===== config.mk =====
export PLATFORM = sky130hd
export DESIGN_NAME = rob_commit_queue
export DESIGN_NICKNAME = d
export VERILOG_FILES = /design/src/rtl/rob_pkg.sv /design/src/rtl/rob_ptr_ctrl.sv /design/src/rtl/rob_entry_array.sv /design/src/rtl/rob_restore_timer.sv /design/src/rtl/rob_commit_queue.sv
export SDC_FILE = /design/constraint.sdc
export NUM_CORES = 1
export LEC_CHECK = 0
export ABC_AREA = 0
export BUFFER_PORTS_ARGS = -buffer_cell sky130_fd_sc_hd__buf_2
export CORE_ASPECT_RATIO = 0.75
export CORE_MARGIN = 2
export CORE_UTILIZATION = 55
export CTS_BUF_LIST = sky130_fd_sc_hd__clkbuf_8
export CTS_CLUSTER_SIZE = 16
export DETAILED_ROUTE_END_ITERATION = 10
export HOLD_SLACK_MARGIN = 0.15
export PLACE_DENSITY_LB_ADDON = 0.1
export SLEW_MARGIN = 5
export SYNTH_ARGS = -nofsm -noshare
export SYNTH_HDL_FRONTEND = slang
export SYNTH_SLANG_ARGS = --single-unit

===== constraint.sdc =====
create_clock -name clk -period 2.12 [get_ports clk]
set_clock_uncertainty 0.05 [all_clocks]
set_input_delay 0.106 -clock clk [delete_from_list [all_inputs] [get_ports clk]]
set_output_delay 0.106 -clock clk [all_outputs]
set_load 0.03 [all_outputs]

===== src/rtl/rob_pkg.sv =====
package rob_pkg;

    localparam int ROB_REG_W = 5;

    typedef struct packed {
        logic                 valid;
        logic                 pending;
        logic                 fault;
        logic                 dst_vld;
        logic [ROB_REG_W-1:0] dst_reg;
    } rob_entry_t;

    typedef enum logic [1:0] {
        HEAD_IDLE   = 2'd0,
        HEAD_WAIT   = 2'd1,
        HEAD_RETIRE = 2'd2,
        HEAD_FAULT  = 2'd3
    } head_state_e;

    function automatic head_state_e rob_classify(input rob_entry_t e);
        if (!e.valid)       return HEAD_IDLE;
        else if (e.pending) return HEAD_WAIT;
        else if (e.fault)   return HEAD_FAULT;
        else                return HEAD_RETIRE;
    endfunction

endpackage


===== src/rtl/rob_ptr_ctrl.sv =====
module rob_ptr_ctrl #(
    parameter int IDX_W = 3
) (
    input  logic             clk,
    input  logic             rst,
    input  logic             flush,
    input  logic             adv_tail,
    input  logic             adv_head,
    output logic [IDX_W-1:0] head_idx,
    output logic [IDX_W-1:0] tail_idx,
    output logic             full,
    output logic             empty
);
    localparam int PW = IDX_W + 1;

    logic [PW-1:0] head_q, tail_q;

    always_ff @(posedge clk) begin
        if (rst || flush) begin
            head_q <= '0;
            tail_q <= '0;
        end else begin
            if (adv_tail) tail_q <= tail_q + PW'(1);
            if (adv_head) head_q <= head_q + PW'(1);
        end
    end

    assign head_idx = head_q[IDX_W-1:0];
    assign tail_idx = tail_q[IDX_W-1:0];
    assign empty    = (head_q == tail_q);
    assign full     = (head_q[IDX_W] != tail_q[IDX_W]) &&
                      (head_q[IDX_W-1:0] == tail_q[IDX_W-1:0]);
endmodule


===== src/rtl/rob_entry_array.sv =====
module rob_entry_array
    import rob_pkg::*;
#(
    parameter int ENTRIES = 8,
    parameter int IDX_W   = 3
) (
    input  logic                 clk,
    input  logic                 rst,
    input  logic                 flush,
    input  logic                 alloc_en,
    input  logic [IDX_W-1:0]     alloc_idx,
    input  logic                 alloc_dst_vld,
    input  logic [ROB_REG_W-1:0] alloc_dst_reg,
    input  logic                 cmpl_en,
    input  logic [IDX_W-1:0]     cmpl_idx,
    input  logic                 cmpl_fault,
    input  logic                 free_en,
    input  logic [IDX_W-1:0]     free_idx,
    output rob_entry_t           ent_o [ENTRIES]
);
    for (genvar g = 0; g < ENTRIES; g++) begin : g_slot
        localparam logic [IDX_W-1:0] MY_IDX = IDX_W'(g);
        rob_entry_t slot_q;

        always_ff @(posedge clk) begin
            if (rst || flush) begin
                slot_q <= '0;
            end else if (alloc_en && alloc_idx == MY_IDX) begin
                slot_q.valid   <= 1'b1;
                slot_q.pending <= 1'b1;
                slot_q.fault   <= 1'b0;
                slot_q.dst_vld <= alloc_dst_vld;
                slot_q.dst_reg <= alloc_dst_reg;
            end else begin
                if (cmpl_en && cmpl_idx == MY_IDX && slot_q.valid) begin
                    slot_q.pending <= 1'b0;
                    slot_q.fault   <= cmpl_fault;
                end
                if (free_en && free_idx == MY_IDX) begin
                    slot_q.valid <= 1'b0;
                end
            end
        end

        assign ent_o[g] = slot_q;
    end
endmodule


===== src/rtl/rob_restore_timer.sv =====
module rob_restore_timer #(
    parameter int RESTORE_CYC = 3
) (
    input  logic clk,
    input  logic rst,
    input  logic start,
    output logic busy
);
    if (RESTORE_CYC == 0) begin : g_none
        logic unused_in;
        assign unused_in = clk ^ rst ^ start;
        assign busy      = 1'b0;
    end else begin : g_count
        localparam int CW = $clog2(RESTORE_CYC + 1);
        logic [CW-1:0] cnt_q;

        always_ff @(posedge clk) begin
            if (rst)                cnt_q <= '0;
            else if (start)         cnt_q <= CW'(RESTORE_CYC);
            else if (cnt_q != '0)   cnt_q <= cnt_q - CW'(1);
        end

        assign busy = (cnt_q != '0);
    end
endmodule


===== src/rtl/rob_commit_queue.sv =====
module rob_commit_queue
    import rob_pkg::*;
#(
    parameter int  ENTRIES     = 8,
    parameter int  RESTORE_CYC = 3,
    localparam int IDX_W       = $clog2(ENTRIES)
) (
    input  logic                 clk,
    input  logic                 rst,
    input  logic                 alloc_req,
    input  logic                 alloc_dst_vld,
    input  logic [ROB_REG_W-1:0] alloc_dst_reg,
    output logic                 alloc_gnt,
    output logic [IDX_W-1:0]     alloc_idx,
    input  logic                 cmpl_vld,
    input  logic [IDX_W-1:0]     cmpl_idx,
    input  logic                 cmpl_fault,
    output logic                 retire_vld,
    output logic [IDX_W-1:0]     retire_idx,
    output logic                 retire_wr,
    output logic [ROB_REG_W-1:0] retire_dst_reg,
    output logic                 flush_out,
    output logic                 restore_busy,
    output logic                 full,
    output logic                 empty
);
    logic [IDX_W-1:0] head_idx, tail_idx;
    rob_entry_t       ents [ENTRIES];
    rob_entry_t       head_e;
    head_state_e      head_st;

    assign head_e  = ents[head_idx];
    assign head_st = rob_classify(head_e);

    assign retire_vld     = (head_st == HEAD_RETIRE);
    assign flush_out      = (head_st == HEAD_FAULT);
    assign retire_idx     = head_idx;
    assign retire_wr      = retire_vld && head_e.dst_vld;
    assign retire_dst_reg = head_e.dst_reg;

    assign alloc_idx = tail_idx;
    assign alloc_gnt = alloc_req && !full && !restore_busy && !flush_out;

    rob_ptr_ctrl #(.IDX_W(IDX_W)) u_ptr (
        .clk      (clk),
        .rst      (rst),
        .flush    (flush_out),
        .adv_tail (alloc_gnt),
        .adv_head (retire_vld),
        .head_idx (head_idx),
        .tail_idx (tail_idx),
        .full     (full),
        .empty    (empty)
    );

    rob_entry_array #(.ENTRIES(ENTRIES), .IDX_W(IDX_W)) u_arr (
        .clk           (clk),
        .rst           (rst),
        .flush         (flush_out),
        .alloc_en      (alloc_gnt),
        .alloc_idx     (tail_idx),
        .alloc_dst_vld (alloc_dst_vld),
        .alloc_dst_reg (alloc_dst_reg),
        .cmpl_en       (cmpl_vld),
        .cmpl_idx      (cmpl_idx),
        .cmpl_fault    (cmpl_fault),
        .free_en       (retire_vld),
        .free_idx      (head_idx),
        .ent_o         (ents)
    );

    rob_restore_timer #(.RESTORE_CYC(RESTORE_CYC)) u_rst_tmr (
        .clk   (clk),
        .rst   (rst),
        .start (flush_out),
        .busy  (restore_busy)
    );
endmodule


==> reports/qor.yml <==
run_status:
  run_status: "finished with violations"
  violations: "negative setup slack"
timing:
  grt_setup_unrepaired: "yes"
  worst_pin_slew_ns: 0.391
  final-hold-violation-count: 0
  worst_slack_ns: -0.245
  drv_slew: 0
  timing.final.setup_violations: 73
  max_freq_ghz: 0.423
  slew_headroom_pct: 73.8
  fin_crit_sh_pct: 112
  min_period_ns: 2.37
logic_synthesis:
  synth.ff_latch_count: 82
  synth.most_common_cell: "dfxtp_1"
  syn_avg_cell_area_um2: 9.60
  synth_commonest_cells: "82 x dfxtp_1, 60 x nand2_1, 53 x nor2_1, 44 x mux2i_1, 28 x a21oi_1"
  synth.largest_area_cell: "dfxtp_1"
  syn_inst: 432
  netlist_top_cells_area: "dfxtp_1 40%, mux2i_1 11%, mux4_2 6.5%, nand2_1 5.4%, nor2_1 4.8%"
  synth.lib_cells_used.distinct: 49
  ys_dominant_reg_cell: "dfxtp_1"
  synth_top_area_share_pct: 39.6
  ys.warnings.count: 0
  synth_sequential_area_ratio_pct: 39.6
  synth_fp_nets: 459
  edff_count_synth: 0
  synth.cell_area_mm2: 0.00415
  synthArstFlopShare_pct: 0
drt:
  routed-wl-met3_um: 731
  met2_wirelength_mm: 5.40
  drtPass1Iterations: 6
  vias: 3535
  topRoutingLayerUsed: "met4"
  number_of_nets_with_antenna_violations_after_detailed_routing: 0
  met1Wirelength_mm: 5.24
  detail_routed_net_length_per_standard_cell_um: 18.5
  drt_wl_total_mm: 11.5
  post-route-drc-count: 0
  drt_first_iter_violations: 222
  via_per_inst: 5.67
min_path:
  min_path_type: "in -> reg"
  whs_endpoint: "u_arr.ent_o[70]$_SDFFE_PP0P_"
  timing.hold.worst_path_depth: 5
  timing.hold.worst.start: "cmpl_idx[0]"
worst_setup_path:
  r2r-end: "u_arr.ent_o[54]$_SDFFE_PP0P_"
  crit_type: "reg -> out"
  worst_r2r_startpoint: "u_ptr.head_q[0]$_SDFFE_PP0P_"
  worst-endpoint-required_ns: 1.96
  critical_path.endpoint_type: "primary output"
  worst_r2r_path_depth: 9
  arrival_ns: 2.21
  setup.reg_to_reg.worst_slack_ns: -0.21
  critPathMaxFanout: 6
  cp-start-kind: "register"
layout:
  antenna_cells: 0
  layout.core_utilization_pct: 76.2
  layout.cells.non_filler: 624
  layout-area-overhead-vs-synth_pct: 34.7
  final_net_count: 546
  final_layout_size_suffix_gt1_share_pct: 40.7
  fin_area_mm2: 0.00559
power_and_ir_drop:
  p_leak_nw: 2.32
  p_seq_share_pct: 32.4
  ir_worst_vdd_mv: 0.751
  power.net_switching_mw: 2.13
  power_frac_clock_pct: 19.8
  switching_share_pct: 38.1
  cellInternalPower_mw: 3.46
  power.combinational.fraction_pct: 47.9
  power_per_standard_cell_area_mw_per_mm2: 1000
floorplanning:
  initial_standard_cell_utilization_of_the_core_pct: 56.6
  floorplan.io_pins: 32
  dieArea_mm2: 0.00826
  die-width_um: 104
  die_h_um: 79.2
  num_rows: 27
  fp.coreArea_mm2: 0.00733
clock_tree:
  ctsHtreeMaxLevel: 3
  clkSlewWorstSetupHoldPaths_ns: 0.08
  clock_latency_ns: 0.36
  cts_tree: "yes"
  total_number_of_clock_tree_sinks: 82
  cts_made_buffers: 9
  cts_root_buffer: "clkbuf_8"
  buffer_depth_of_the_longest_clock_path: 2
global_route:
  gr-usage-all-layers_pct: 26.1
  gr-total-overflow: 0
  grt_antenna_before_repair: 0
  grt_first_pass_wirelength_mm: 16.6
  grt_pass1_vias: 3286
  pin_count_of_the_biggest_net_entering_global_routing: 45
place:
  gp_congestion: 0.915
  dp_cells: 576
  io_buffers: 31
  dpl.hpwl_mm: 7.45
  postPlaceCellArea_mm2: 0.00470
job:
  timing.max_cap.violations: 0
-- registers in the layout (all words and copies together) (netlist names) --
register / cells
u_arr.ent_o: 72
u_ptr.head_q: 4
u_rst_tmr.g_count.cnt_q: 2
u_ptr.tail_q: 4
-- per-layer routing --
metal | vias up | track usage [%]
met5 | - | 0
met4 | 0 | 8.78
met3 | 18 | 5.83
met2 | 118 | 41.8
met1 | 1740 | 35.1
li1 | 1659 | -
-- power by group through the flow --
stage               clock network [mW]  registers, mW  logic, mW
floorplan                            0           1.80       1.53
CTS                               1.13           1.79       2.26
detailed placement                   0           1.83       2.09
global route                      1.17           1.82       2.84
global placement                     0           1.83       2.05
finish                            1.11           1.81       2.68
-- how the worst max path moves through the flow --
| stage | to | slack, ns | cells after the start | from |
|---|---|---|---|---|
| global placement | u_arr.ent_o[6]$_SDFFE_PP0P_ | -0.04 | 9 | u_ptr.head_q[1]$_SDFFE_PP0P_ |
| finish | retire_wr | -0.25 | 6 | u_ptr.head_q[0]$_SDFFE_PP0P_ |
| CTS | retire_wr | -0.24 | 7 | u_ptr.head_q[0]$_SDFFE_PP0P_ |
| global route | retire_wr | -0.29 | 6 | u_ptr.head_q[0]$_SDFFE_PP0P_ |
| detailed placement | u_arr.ent_o[6]$_SDFFE_PP0P_ | -0.09 | 9 | u_ptr.head_q[1]$_SDFFE_PP0P_ |
| floorplan | u_arr.ent_o[6]$_SDFFE_PP0P_ | -0.04 | 10 | u_ptr.head_q[0]$_SDFFE_PP0P_ |
-- stage by stage --
step	setup TNS (ns)	power [mW]	hold slack (ns)	setup slack (ns)
2_1_floorplan	-0.864	3.33	0.321	-0.0361
3_3_place_gp	-0.341	3.88	0.370	-0.0357
3_5_place_dp	-1.13	3.92	0.377	-0.0926
4_1_cts	-2.87	5.18	0.151	-0.241
5_1_grt	-12.56	5.84	0.204	-0.290
6_report	-8.28	5.59	0.174	-0.245
-- repair_timing --
| item | in CTS | in global routing |
|---|---|---|
| setup endpoints to repair | 68 | 89 |
| gates cloned | 0 | 5 |
| endpoints found under the hold margin | 62 | 0 |
| pin swaps | 8 | 20 |
| setup buffers | 11 | 14 |
| resized for setup | 26 | 73 |
| hold buffers | 8 | 0 |
-- worst max-delay path, stage by stage (launching register included) --
cell	delay (ns)
dfxtp_4	0.38
or3b_4	0.43
o2111ai_4	0.09
o2111ai_4	0.18
or3_4	0.47
a21oi_4	0.14
buf_6	0.14
-- area by class of cell --
class	instances	area (µm²)
Multi-Input combinational cell	298	2520
Fill cell	492	1740
Sequential cell	82	1650
Timing Repair Buffer	115	1040
Clock buffer	10	138
Tap cell	101	126
Inverter	13	61.3
Clock inverter	5	47.5
-- cell usage in the layout, fill, tap and decap left out, drive strengths merged, types with 3 or more instances in the layout --
master       instances
a211oi               7
ha                  13
o311a                3
o21ai                7
nor4                 4
or3                  3
o31ai                3
buf                105
and3                 3
clkbuf              12
dlygate4sd3          8
and2                 4
nand2               61
a21oi               28
nor2                54
nand4                3
mux2i               44
xnor2                6
mux4                14
nand3                9
inv                 14
clkinv               3
o2111ai              3
dfxtp               82
nor3                 4
nor2b                9
-- cell families after synthesis --
group,Yosys count,synth area share (%)
AND/OR/NAND/NOR,160,17.6
flip-flops,82,39.6
multiplexers,59,18.7
AO/OA/AOI/OAI,58,11.7
buffers and inverters,52,6.82
adder cells (fa/ha/maj),13,3.92
XOR/XNOR,8,1.69
(Power assumes the default switching activity.)
